===== src/rtl/gpio_rmw_pkg.sv =====
`timescale 1ns/1ps
package gpio_rmw_pkg;

   typedef enum logic [1:0] {
      OP_IDLE   = 2'd0,
      OP_READ   = 2'd1,
      OP_MODIFY = 2'd2,
      OP_WRITE  = 2'd3
   } op_state_e;

   localparam int unsigned REG_DATA = 0;
   localparam int unsigned REG_DIR  = 1;

endpackage


===== src/rtl/gpio_pin_sync.sv =====
`timescale 1ns/1ps
module gpio_pin_sync #(
   parameter int unsigned WIDTH  = 8,
   parameter int unsigned STAGES = 2
) (
   input  logic             clk,
   input  logic             rst_n,
   input  logic [WIDTH-1:0] async_in,
   output logic [WIDTH-1:0] sync_out
);

   generate
      if (STAGES > 4) begin : g_bad_stages
         $error("gpio_pin_sync: STAGES must be 0..4");
      end

      if (STAGES == 0) begin : g_bypass
         assign sync_out = async_in;
      end else begin : g_chain
         logic [WIDTH-1:0] stage_q [STAGES];

         always_ff @(posedge clk or negedge rst_n) begin
            if (!rst_n) begin
               for (int s = 0; s < int'(STAGES); s++) stage_q[s] <= '0;
            end else begin
               stage_q[0] <= async_in;
               for (int s = 1; s < int'(STAGES); s++) stage_q[s] <= stage_q[s-1];
            end
         end

         assign sync_out = stage_q[STAGES-1];
      end
   endgenerate

endmodule


===== src/rtl/gpio_port_regs.sv =====
`timescale 1ns/1ps
module gpio_port_regs
   import gpio_rmw_pkg::*;
#(
   parameter int unsigned WIDTH  = 8,
   parameter int unsigned ADDR_W = 2
) (
   input  logic              clk,
   input  logic              rst_n,
   input  logic [ADDR_W-1:0] bus_addr,
   input  logic              bus_we,
   input  logic [WIDTH-1:0]  bus_wdata,
   input  logic              commit,
   input  logic [WIDTH-1:0]  commit_val,
   input  logic [WIDTH-1:0]  pin_sync,
   output logic [WIDTH-1:0]  dir_q,
   output logic [WIDTH-1:0]  latch_q,
   output logic [WIDTH-1:0]  port_view,
   output logic [WIDTH-1:0]  bus_rdata
);

   localparam logic [ADDR_W-1:0] A_DATA = ADDR_W'(REG_DATA);
   localparam logic [ADDR_W-1:0] A_DIR  = ADDR_W'(REG_DIR);

   logic wr_data, wr_dir;

   assign wr_data = bus_we && (bus_addr == A_DATA);
   assign wr_dir  = bus_we && (bus_addr == A_DIR);

   always_ff @(posedge clk or negedge rst_n) begin
      if (!rst_n) begin
         dir_q <= '0;
      end else if (wr_dir) begin
         dir_q <= bus_wdata;
      end
   end

   // the bit-operation commit has priority over a bus data write
   always_ff @(posedge clk or negedge rst_n) begin
      if (!rst_n) begin
         latch_q <= '0;
      end else if (commit) begin
         latch_q <= commit_val;
      end else if (wr_data) begin
         latch_q <= bus_wdata;
      end
   end

   // per-bit view: latch for outputs, synchronized pin for inputs
   always_comb begin
      for (int b = 0; b < int'(WIDTH); b++) begin
         port_view[b] = dir_q[b] ? latch_q[b] : pin_sync[b];
      end
   end

   always_comb begin
      if (bus_addr == A_DATA)      bus_rdata = port_view;
      else if (bus_addr == A_DIR)  bus_rdata = dir_q;
      else                         bus_rdata = '0;
   end


   commit_load_chk: assert property (@(posedge clk) disable iff (!rst_n)
      commit |=> (latch_q == $past(commit_val)));


   dir_load_chk: assert property (@(posedge clk) disable iff (!rst_n)
      wr_dir |=> (dir_q == $past(bus_wdata)));

endmodule


===== src/rtl/gpio_bitop_seq.sv =====
`timescale 1ns/1ps
module gpio_bitop_seq
   import gpio_rmw_pkg::*;
#(
   parameter int unsigned WIDTH = 8,
   parameter int unsigned IDX_W = 3
) (
   input  logic             clk,
   input  logic             rst_n,
   input  logic             op_req,
   input  logic [IDX_W-1:0] op_bit,
   input  logic             op_set,
   input  logic [WIDTH-1:0] port_view,
   output logic             busy,
   output logic             done,
   output logic             commit,
   output logic [WIDTH-1:0] commit_val,
   output logic [IDX_W-1:0] tgt_bit,
   output logic             tgt_val
);

   op_state_e        state_q;
   logic [WIDTH-1:0] snap_q;
   logic             done_q;

   always_ff @(posedge clk or negedge rst_n) begin
      if (!rst_n) begin
         state_q <= OP_IDLE;
         snap_q  <= '0;
         tgt_bit <= '0;
         tgt_val <= 1'b0;
         done_q  <= 1'b0;
      end else begin
         done_q <= (state_q == OP_WRITE);
         unique case (state_q)
            OP_IDLE: begin
               if (op_req) begin
                  tgt_bit <= op_bit;
                  tgt_val <= op_set;
                  state_q <= OP_READ;
               end
            end
            OP_READ: begin
               snap_q  <= port_view;
               state_q <= OP_MODIFY;
            end
            OP_MODIFY: begin
               for (int b = 0; b < int'(WIDTH); b++) begin
                  if (tgt_bit == IDX_W'(b)) snap_q[b] <= tgt_val;
               end
               state_q <= OP_WRITE;
            end
            OP_WRITE: begin
               state_q <= OP_IDLE;
            end
            default: state_q <= OP_IDLE;
         endcase
      end
   end

   assign busy       = (state_q != OP_IDLE);
   assign commit     = (state_q == OP_WRITE);
   assign commit_val = snap_q;
   assign done       = done_q;


   write_then_done_chk: assert property (@(posedge clk) disable iff (!rst_n)
      (state_q == OP_WRITE) |=> (done && !busy));


   done_pulse_chk: assert property (@(posedge clk) disable iff (!rst_n)
      done |=> !done);


   busy_ignore_chk: assert property (@(posedge clk) disable iff (!rst_n)
      (busy && op_req && state_q != OP_WRITE) |=> (state_q != OP_READ));

endmodule


===== src/rtl/gpio_rmw_port.sv =====
`timescale 1ns/1ps
module gpio_rmw_port #(
   parameter int unsigned WIDTH       = 8,
   parameter int unsigned ADDR_W      = 2,
   parameter int unsigned SYNC_STAGES = 2,
   localparam int unsigned IDX_W      = (WIDTH > 1) ? $clog2(WIDTH) : 1
) (
   input  logic              clk,
   input  logic              rst_n,
   input  logic [ADDR_W-1:0] bus_addr,
   input  logic              bus_we,
   input  logic [WIDTH-1:0]  bus_wdata,
   output logic [WIDTH-1:0]  bus_rdata,
   input  logic              op_req,
   input  logic [IDX_W-1:0]  op_bit,
   input  logic              op_set,
   output logic              op_busy,
   output logic              op_done,
   input  logic [WIDTH-1:0]  pin_in,
   output logic [WIDTH-1:0]  pin_out,
   output logic [WIDTH-1:0]  pin_oe
);

   generate
      if (WIDTH < 2 || WIDTH > 64) begin : g_bad_width
         $error("gpio_rmw_port: WIDTH must be 2..64");
      end
      if (ADDR_W < 1) begin : g_bad_addr
         $error("gpio_rmw_port: ADDR_W must be at least 1");
      end
   endgenerate

   logic [WIDTH-1:0] pin_sync;
   logic [WIDTH-1:0] dir_q, latch_q, port_view;
   logic             commit;
   logic [WIDTH-1:0] commit_val;
   logic [IDX_W-1:0] tgt_bit;
   logic             tgt_val;

   gpio_pin_sync #(.WIDTH(WIDTH), .STAGES(SYNC_STAGES)) u_sync (
      .clk      (clk),
      .rst_n    (rst_n),
      .async_in (pin_in),
      .sync_out (pin_sync)
   );

   gpio_port_regs #(.WIDTH(WIDTH), .ADDR_W(ADDR_W)) u_regs (
      .clk        (clk),
      .rst_n      (rst_n),
      .bus_addr   (bus_addr),
      .bus_we     (bus_we),
      .bus_wdata  (bus_wdata),
      .commit     (commit),
      .commit_val (commit_val),
      .pin_sync   (pin_sync),
      .dir_q      (dir_q),
      .latch_q    (latch_q),
      .port_view  (port_view),
      .bus_rdata  (bus_rdata)
   );

   gpio_bitop_seq #(.WIDTH(WIDTH), .IDX_W(IDX_W)) u_seq (
      .clk        (clk),
      .rst_n      (rst_n),
      .op_req     (op_req),
      .op_bit     (op_bit),
      .op_set     (op_set),
      .port_view  (port_view),
      .busy       (op_busy),
      .done       (op_done),
      .commit     (commit),
      .commit_val (commit_val),
      .tgt_bit    (tgt_bit),
      .tgt_val    (tgt_val)
   );

   assign pin_out = latch_q;
   assign pin_oe  = dir_q;


   done_bit_chk: assert property (@(posedge clk) disable iff (!rst_n)
      op_done |-> (latch_q[tgt_bit] == tgt_val));

endmodule


===== config.mk =====
export PLATFORM = sky130hd
export DESIGN_NAME = gpio_rmw_port
export DESIGN_NICKNAME = d
export VERILOG_FILES = /design/src/rtl/gpio_rmw_pkg.sv /design/src/rtl/gpio_pin_sync.sv /design/src/rtl/gpio_port_regs.sv /design/src/rtl/gpio_bitop_seq.sv /design/src/rtl/gpio_rmw_port.sv
export SDC_FILE = /design/constraint.sdc
export NUM_CORES = 1
export LEC_CHECK = 0
export BUFFER_PORTS_ARGS = -buffer_cell sky130_fd_sc_hd__buf_2
export CAP_MARGIN = 5
export CELL_PAD_IN_SITES_DETAIL_PLACEMENT = 0
export CELL_PAD_IN_SITES_GLOBAL_PLACEMENT = 1
export CORE_MARGIN = 10
export CORE_UTILIZATION = 38
export DETAILED_ROUTE_END_ITERATION = 8
export PLACE_DENSITY_LB_ADDON = 0.1
export SETUP_SLACK_MARGIN = 0.05
export SLEW_MARGIN = 20
export SYNTH_ARGS = -nofsm -noshare
export SYNTH_HDL_FRONTEND = slang
export SYNTH_SLANG_ARGS = --single-unit

===== constraint.sdc =====
create_clock -name clk -period 1.54 [get_ports clk]
set_input_delay 0.385 -clock clk [delete_from_list [all_inputs] [get_ports clk]]
set_output_delay 0.385 -clock clk [all_outputs]
set_load 0.01 [all_outputs]

### Yosys cells after proc, flatten, opt, wreduce, memory -nomap -nowiden

Cells that the tools add are included.

| operators by class | value |
|---|---|
| add/sub/neg operators | 0 |
| multiply operators | 0 |
| divide/modulo/power cells | 0 |
| $lt $le $gt $ge | 0 |
| equality and inequality tests | 20 |
| shift operators | 0 |
| multiplexer cells | 23 |
| bitwise logic cells | 0 |
| reductions and logical operators | 17 |

Operator list:

| operator | number |
|---|---|
| $mux W8 | 4 |
| $reduce_and A2 Y1 | 9 |
| $mux W1 | 16 |
| $ne A2 B1 Y1 const B | 8 |
| $pmux W8 S2 | 1 |
| $eq A3 B3 Y1 const B | 4 |
| $pmux W2 S4 | 1 |
| $eq A3 B2 Y1 const B | 2 |
| $reduce_bool A2 Y1 | 3 |
| $eq A2 B1 Y1 const B | 2 |
| $eq A2 B2 Y1 const B | 2 |
| $logic_not A2 Y1 | 2 |
| $eq A3 B1 Y1 const B | 1 |
| $logic_not A3 Y1 | 1 |
| $logic_and A1 B1 Y1 | 2 |
| $mux W2 | 1 |
| $ne A2 B2 Y1 const B | 1 |

| word-level totals | value |
|---|---|
| register bits after elaboration | 47 |
| latch bits | 0 |
| RAM bits | 0 |
| bits in read-only memories | 0 |
| bits of input ports | 26 |
| output and inout bits | 26 |
| memories | 0 |

### Logic depth before layout (Yosys ltp)

Gate-level depths: netlist (run 1).

| logic depth | value |
|---|---|
| word-level depth | 4 |
| mapped depth | 6 |
| mapped depth without buffers | 5 |

### By module

From an unflattened synthesis (run 1), not the netlist that was laid out.

| second synthesis, totals | value |
|---|---|
| cells, all modules | 183 |
| area total of the unflattened synthesis | 2,222.1 µm² |

Modules (own cells, without submodules):

| module | instances | cells an instance | area an instance (µm²) | sequential area each (µm²) |
|---|---|---|---|---|
| gpio_port_regs | 1 | 87 | 967.2 | 400.4 |
| gpio_bitop_seq | 1 | 72 | 794.5 | 375.4 |
| gpio_pin_sync | 1 | 24 | 460.4 | 400.4 |

### Worst setup path before layout (run 1)

Ideal clock, no wire load.

| timing path | value |
|---|---|
| path kind | register to register |
| from | reg u_seq.state_q[0] |
| to | reg u_regs.latch_q[0] |
| library setup time | 0.125 ns |
| arrival time | 1.325 ns |
| data required time | 1.415 ns |
| setup slack | 0.090 ns |
| cell stages (with the launch flop) | 5 |
| period minus slack after synthesis | 1.450 ns |
| path through | dfrtp_1 -> ha_1 -> clkbuf_4 -> nor2_4 -> mux2_2 |

| between the ends | value |
|---|---|
| longest elaborated chain between the ends | 2 |
| elaborated cells between the ends (all ways) | 3 |
| classes of those cells | eq/ne (1); mux (1); reduce/logical (1) |

Ends and longest elaborated chain:

| item | line | source |
|---|---|---|
| start: declaration | gpio_bitop_seq.sv:22 | `op_state_e state_q;` |
| start signal: assignment | gpio_bitop_seq.sv:28 | `state_q <= OP_IDLE;` |
| start signal: assignment | gpio_bitop_seq.sv:40 | `state_q <= OP_READ;` |
| start signal: assignment | gpio_bitop_seq.sv:45 | `state_q <= OP_MODIFY;` |
| $eq A2 B2 Y1 * | gpio_bitop_seq.sv:62 | `assign commit = (state_q == OP_WRITE);` |
| named net commit | gpio_rmw_port.sv:35 | `logic commit;` |
| $mux W8 / $reduce_bool A2 Y1 (equally long branches) | - |  |
| end signal: assignment | gpio_port_regs.sv:43 | `latch_q <= commit_val;` |
| end signal: assignment | gpio_port_regs.sv:45 | `latch_q <= bus_wdata;` |
| end: declaration | gpio_port_regs.sv:17 | `output logic [WIDTH-1:0] latch_q,` |

The timed path passes the listed nets; every way through them passes the cells marked *.
A chain may end at the register's enable or synchronous reset.

### Worst setup path after layout (run 1)

| timing path | value |
|---|---|
| from | reg u_regs.dir_q[6] |
| to | out bus_rdata[6] |

| between the ends | value |
|---|---|
| longest elaborated chain between the ends | 2 |
| elaborated cells between the ends (all ways) | 3 |
| classes of those cells | mux (3) |

Ends and longest elaborated chain:

| item | line | source |
|---|---|---|
| start: declaration | gpio_port_regs.sv:16 | `output logic [WIDTH-1:0] dir_q,` |
| start signal: assignment | gpio_port_regs.sv:34 | `dir_q <= bus_wdata;` |
| $mux W8 / $mux W1 (equally long branches) | gpio_port_regs.sv:58, gpio_port_regs.sv:52 |  |
| $mux W8 * | gpio_port_regs.sv:57 | `if (bus_addr == A_DATA) bus_rdata = port_view;` |
| end: declaration | gpio_rmw_port.sv:13 | `output logic [WIDTH-1:0] bus_rdata,` |

Mark *: on every way between the ends. The rest lies on a longest branch, timed or not.

==> results of run 1 <==
## per-layer routing
layer / track usage / wire (microns) / up-vias
met5: 0 / 0 / -
met4: 0.0461 / 70 / 0
met3: 0.0404 / 341 / 6
met2: 0.207 / 2710 / 38
met1: 0.148 / 2340 / 782
li1: - / - / 738
## registers in the layout, indices dropped and copies added, names as in the netlist
signal,flops
u_seq.commit_val,8
u_seq.state_q,2
u_regs.latch_q,8
u_seq.done,1
u_regs.dir_q,8
u_seq.tgt_bit,3
u_sync.sync_out,8
u_seq.tgt_val,1
u_sync.g_chain.stage_q,8
## cell usage after synthesis (2+ instances only)
cell type and count:
a32oi_1 2, mux2_4 2, nand2_1 11, nor2b_1 4, nand2b_1 4, ha_1 5
mux2_2 35, dfrtp_1 47, o311ai_0 2, o211ai_1 6, mux2i_1 8, inv_1 3
clkbuf_1 3, a22oi_1 6, nor2_1 9
## cell families after synthesis
| kind of cell | after synthesis | synth area share |
|---|---|---|
| DFF | 47 | 0.554 |
| muxes | 45 | 0.238 |
| and+or+nand+nor | 34 | 0.0920 |
| AOI/OAI and AO/OA | 17 | 0.0613 |
| buffers and inverters | 10 | 0.0254 |
| adders and majority gates | 5 | 0.0295 |
## where the power goes
part	total [mW]	internal (mW)	leakage (nW)	switching [mW]
clock	0.875	0.476	0.0513	0.399
sequential	1.92	1.61	0.560	0.316
combinational	2.74	1.59	0.882	1.14
## stage by stage
step	power (mW)	std cells	utilization	hold WS [ns]
after floorplan	3.13	158	-	0.0894
after global placement	3.74	284	0.461	0.262
after detailed placement	3.82	284	0.461	0.266
after CTS	5.16	310	0.523	0.177
after global routing	5.92	319	0.554	0.168
final	5.54	319	0.554	0.185
## worst paths after layout
kind,from,endpoint,cells after the start
setup / recovery,u_regs.dir_q[6]$_DFFE_PN0P_,bus_rdata[6],4
hold / removal,pin_in[7],u_sync.g_chain.stage_q[15]$_DFF_PN0_,1
setup reg to reg,u_seq.state_q[1]$_DFFE_PN0P_,u_regs.latch_q[5]$_DFFE_PN0P_,6
hold reg to reg,u_sync.g_chain.stage_q[8]$_DFF_PN0_,u_sync.sync_out[0]$_DFF_PN0_,0
max in group asynchronous,rst_n,u_seq.state_q[0]$_DFFE_PN0P_,3
min in group asynchronous,rst_n,u_sync.g_chain.stage_q[11]$_DFF_PN0_,2
## cell type report
class                           instances  area (sq um)
Clock buffer                            6          72.6
Clock inverter                          1          30.0
Fill cell                             492          2440
Inverter                                3          18.8
Multi-Input combinational cell        101          1000
Sequential cell                        47          1180
Tap cell                               72          90.1
Timing Repair Buffer                   89           641
## timing repair
item | CTS | global route
hold buffers | 1 | 0
resized for setup | 25 | 22
setup buffers | 18 | 9
setup endpoints to repair | 25 | 23
hold endpoints to repair | 9 | 0
pin swaps | 1 | 7
gates cloned | 0 | 0
==> impl_metrics.toml, run 1 <==
[status]
failed_checks = "setup timing"
status = "finished, violations left"

[timing]
finalClockSkew_ns = 0.00670
slew_violations = 0
rsz0062_at_grt = "yes"
fmax_mhz = 579
fin_setup_tns_ns = -1.41
hold_violations = 0
period_needed_ns = 1.73
setup_violations = 9
min_period_over_period = 1.12
slew_headroom = 0.757
setup_slack_ns = -0.187
worst_pin_slew_ns = 0.364

[synth]
avgSynthCellArea_sq_um = 13.4
synth_largest_area_cell = "dfrtp_1"
synth_cell_types = 26
synthTopCellsByArea = "dfrtp_1, mux2_2, mux2i_1"
ys_seq_area_frac = 0.554
synth_cells = 158
async_flop_share = 1.00
syn-num-nets = 189
synth_edf_count = 0
synth_area_sq_um = 2120
synth_ff_type = "dfrtp_1"
synth_top_area_frac = 0.554
ys_ff_latch = 47
synth-warning-count = 0

[route]
wl_per_cell_microns = 17.1
drt-vias-per-instance = 4.90
dr_total_vias = 1564
drt-initial-drc-count = 61
drc = 0
routed_wl_microns = 5460
dr.pass1.iters = 4
drtAntennaViolNets = 0

[cts]
cts_made_buffers = 5
insertion_delay_ns = 0.30
cts_tree = "done"
cts.clk_slew.worst_paths_ns = 0.08
htreeDepth = 2
cts_root_buf = "clkbuf_8"
cts_buffer_depth = 2
cts.sinks = 47

[global_routing]
antenna_found_initial = 0
grt_first_pass_wirelength_microns = 8690
grt_usage = 0.125
grt_start_max_net_pins = 39
grt_pass1_vias = 1757
grt_overflow = 0

[floorplan]
core_sq_um = 5470
die_area_sq_um = 8970
initial_utilization = 0.388
die_y_microns = 94.7
fp-row-count = 27
ios = 52
die_w_microns = 94.7

[layout]
layout_common_cells = "buf_2, dfrtp_1, buf_4"
area_growth_pct = 42.9
layout-drive-gt1-share = 0.587
nets = 278
antenna_cells = 0
fin_area_sq_um = 3030

[critical_path]
end_kind = "primary output"
critPathKind = "reg -> out"
critPathMaxFanout = 2
required_ns = 1.15
crit_buf_inv = 1
worst_setup_path_start_kind = "flip-flop"
critPathTopFamily = "multiplexers"
r2r_slack_ns = 0.05
critPathArrivalTime_ns = 1.34
cpMaxStageDelayCell = "dfrtp_1"
path_cells = "mux2_4, mux2i_1, nor2_1, buf_2"
slowest_delay_ns = 0.40

[pwr]
p_leak_nw = 1.49
ir_drop_mv = 1.06
power_density_nw_per_um2 = 1830

[place]
dp_slack_ns = -0.129
gp_congestion = 0.790
place_area_sq_um = 2520
numPortBuffers = 51
hpwl_microns = 3750

[flow_run]
maxCapViolCount = 0

[worst_hold_path]
hp-class = "in -> reg"
Note: power is estimated with default switching activity, not from simulation.
==> run 2, diff against run 1 <==
RECOVER_POWER = 25   (was not set)
==> run 2 against run 1 <==
  * The run still ends with setup timing left
  * Sequential share of layout area grew 0.27 points
  * Sequential cell count did not move
  * First-iteration DRC count down 15%
  * Power decreased by 0.76%
  * Cell count stayed put
  * Sequential power barely moved
  * Via count shrank 0.19%
  * Critical path depth is 1 higher
  * Non-clock buffer count did not move
  * Clock power hardly changed
  * Hold slack improved by 0.0013 ns
  * Count of clock-buffer cells in the layout stayed put
  * Critical path type is now reg -> reg
  * Largest cell class unchanged
==> impl_metrics.toml, run 2 (synthesis gave the netlist of run 1 again) <==
[timing]
rsz0062_at_grt = "yes"
fmax_mhz = 568
min_period_over_period = 1.14
finalClockSkew_ns = 0.00631
slew_headroom = 0.634
setup_slack_ns = -0.219
slew_violations = 0
worst_pin_slew_ns = 0.549
setup_violations = 17
hold_ws_ns = 0.186
hold_violations = 0
period_needed_ns = 1.76

[layout]
nets = 278
final_common_cell = "dfrtp_1"
fillCellCount = 495
multi_input_area_sq_um = 1000
regArea_sq_um = 1180
stdcell_count = 319
layout_common_cells = "dfrtp_1, buf_2, buf_4"
area_growth_pct = 41.9
layout-drive-gt1-share = 0.579
utilization = 0.550
antenna_cells = 0

[pwr]
ir_drop_mv = 1.06
p_seq_frac = 0.350
power_density_nw_per_um2 = 1820
p_leak_nw = 1.48
clockPowerShare = 0.159
internal-power_mw = 3.64
power_mw = 5.49
p_sw_mw = 1.85
p_comb_frac = 0.491
netSwitchingFraction = 0.337

[place]
dp_slack_ns = -0.129
numPortBuffers = 51
hpwl_microns = 3750
numPlacedInstances = 284
gp_congestion = 0.790

[route]
wl_met1_microns = 2390
drt-vias-per-instance = 4.89
drc = 0
wl_met3_microns = 335
dr.pass1.iters = 4
drtAntennaViolNets = 0
drt-initial-drc-count = 52
wl_per_cell_microns = 17.2
top_layer = "met4"
dr_total_vias = 1561
wl_met2_microns = 2670
routed_wl_microns = 5470

[cts]
cts_made_buffers = 5
insertion_delay_ns = 0.30
cts_tree = "done"
cts_root_buf = "clkbuf_8"
htreeDepth = 2
cts_buffer_depth = 2
cts.clk_slew.worst_paths_ns = 0.08
cts.sinks = 47

[critical_path]
worst_setup_path_start_kind = "flip-flop"
critPathMaxFanout = 5
reg2regPathDepth = 5
end_kind = "flip-flop"
regToRegEndpoint = "u_regs.latch_q[5]$_DFFE_PN0P_"
slowest_delay_ns = 0.39
crit_path_start = "u_seq.state_q[1]$_DFFE_PN0P_"
required_ns = 1.73
r2r_slack_ns = -0.22
critPathArrivalTime_ns = 1.95
cpMaxStageDelayCell = "dfrtp_1"
crit-reg2reg-launch = "u_seq.state_q[1]$_DFFE_PN0P_"
critPathKind = "reg -> reg"
critical_path.endpoint = "u_regs.latch_q[5]$_DFFE_PN0P_"
path_cells = "buf_6, ha_4, clkbuf_1, mux2_2, mux2_4"

[flow_run]
maxCapViolCount = 0

[floorplan]
die_w_microns = 94.7
die_area_sq_um = 8970
initial_utilization = 0.388
die_y_microns = 94.7
fp-row-count = 27
ios = 52
core_sq_um = 5470

[worst_hold_path]
hp-class = "in -> reg"

[status]
status = "finished, violations left"
failed_checks = "setup timing"

[global_routing]
grt_pass1_vias = 1757
antenna_found_initial = 0
grt_start_max_net_pins = 39
grt_overflow = 0
grt_first_pass_wirelength_microns = 8690
grt_usage = 0.125
## run 2: repair_timing
action                                  4_1_cts  5_1_grt
hold buffers                                  1        0
endpoints found under the setup margin       25       23
pin swaps                                     1        7
setup buffers                                18        9
hold endpoints to repair                      9        0
gates resized for setup                      25       22
## run 2: worst max-delay path: cells and delay by family, from the launching register on
family / cells / cell delay [ns]
DFF: 1 / 0.39
buffers and inverters: 2 / 0.47
adders and majority gates: 1 / 0.13
muxes: 2 / 0.66
## run 2: cell type report
type                    count  area share
inverters                   3     0.00623
clock buffers               6      0.0241
clock inverters             1     0.00997
flip-flops and latches     47       0.391
well taps                  72      0.0299
multi-input cells         101       0.334
repair buffers             89       0.206
## run 2: worst min path at each step
| stage | start | to | slack, ns | cells after the start |
|---|---|---|---|---|
| global placement | rst_n | u_sync.g_chain.stage_q[11]$_DFF_PN0_ | 0.26 | 1 |
| finish | pin_in[7] | u_sync.g_chain.stage_q[15]$_DFF_PN0_ | 0.19 | 1 |
| detailed placement | rst_n | u_sync.g_chain.stage_q[11]$_DFF_PN0_ | 0.27 | 1 |
| CTS | pin_in[7] | u_sync.g_chain.stage_q[15]$_DFF_PN0_ | 0.18 | 1 |
| global route | pin_in[2] | u_sync.g_chain.stage_q[10]$_DFF_PN0_ | 0.17 | 1 |
| floorplan | rst_n | u_regs.dir_q[0]$_DFFE_PN0P_ | 0.09 | 0 |
## run 2: routing by layer
layer	track usage	vias to the layer above
li1	-	740
met1	0.148	779
met2	0.207	36
met3	0.0404	6
met4	0.0461	0
met5	0	-
## run 2: through the flow
stage | TNS [ns] | instance area (sq um)
floorplan | 0 | 2120
global placement | -1.03 | 2520
detailed placement | -1.82 | 2520
CTS | -1.56 | 2860
global route | -3.55 | 3010
finish | -2.51 | 3010
## run 2: power by group through the flow
stage	Sequential [mW]	Clock [mW]	Combinational, mW
detailed placement	1.92	0	1.91
global route	1.98	0.957	2.94
finish	1.92	0.872	2.70
global placement	1.91	0	1.83
CTS	1.92	0.901	2.34
floorplan	1.89	0	1.24
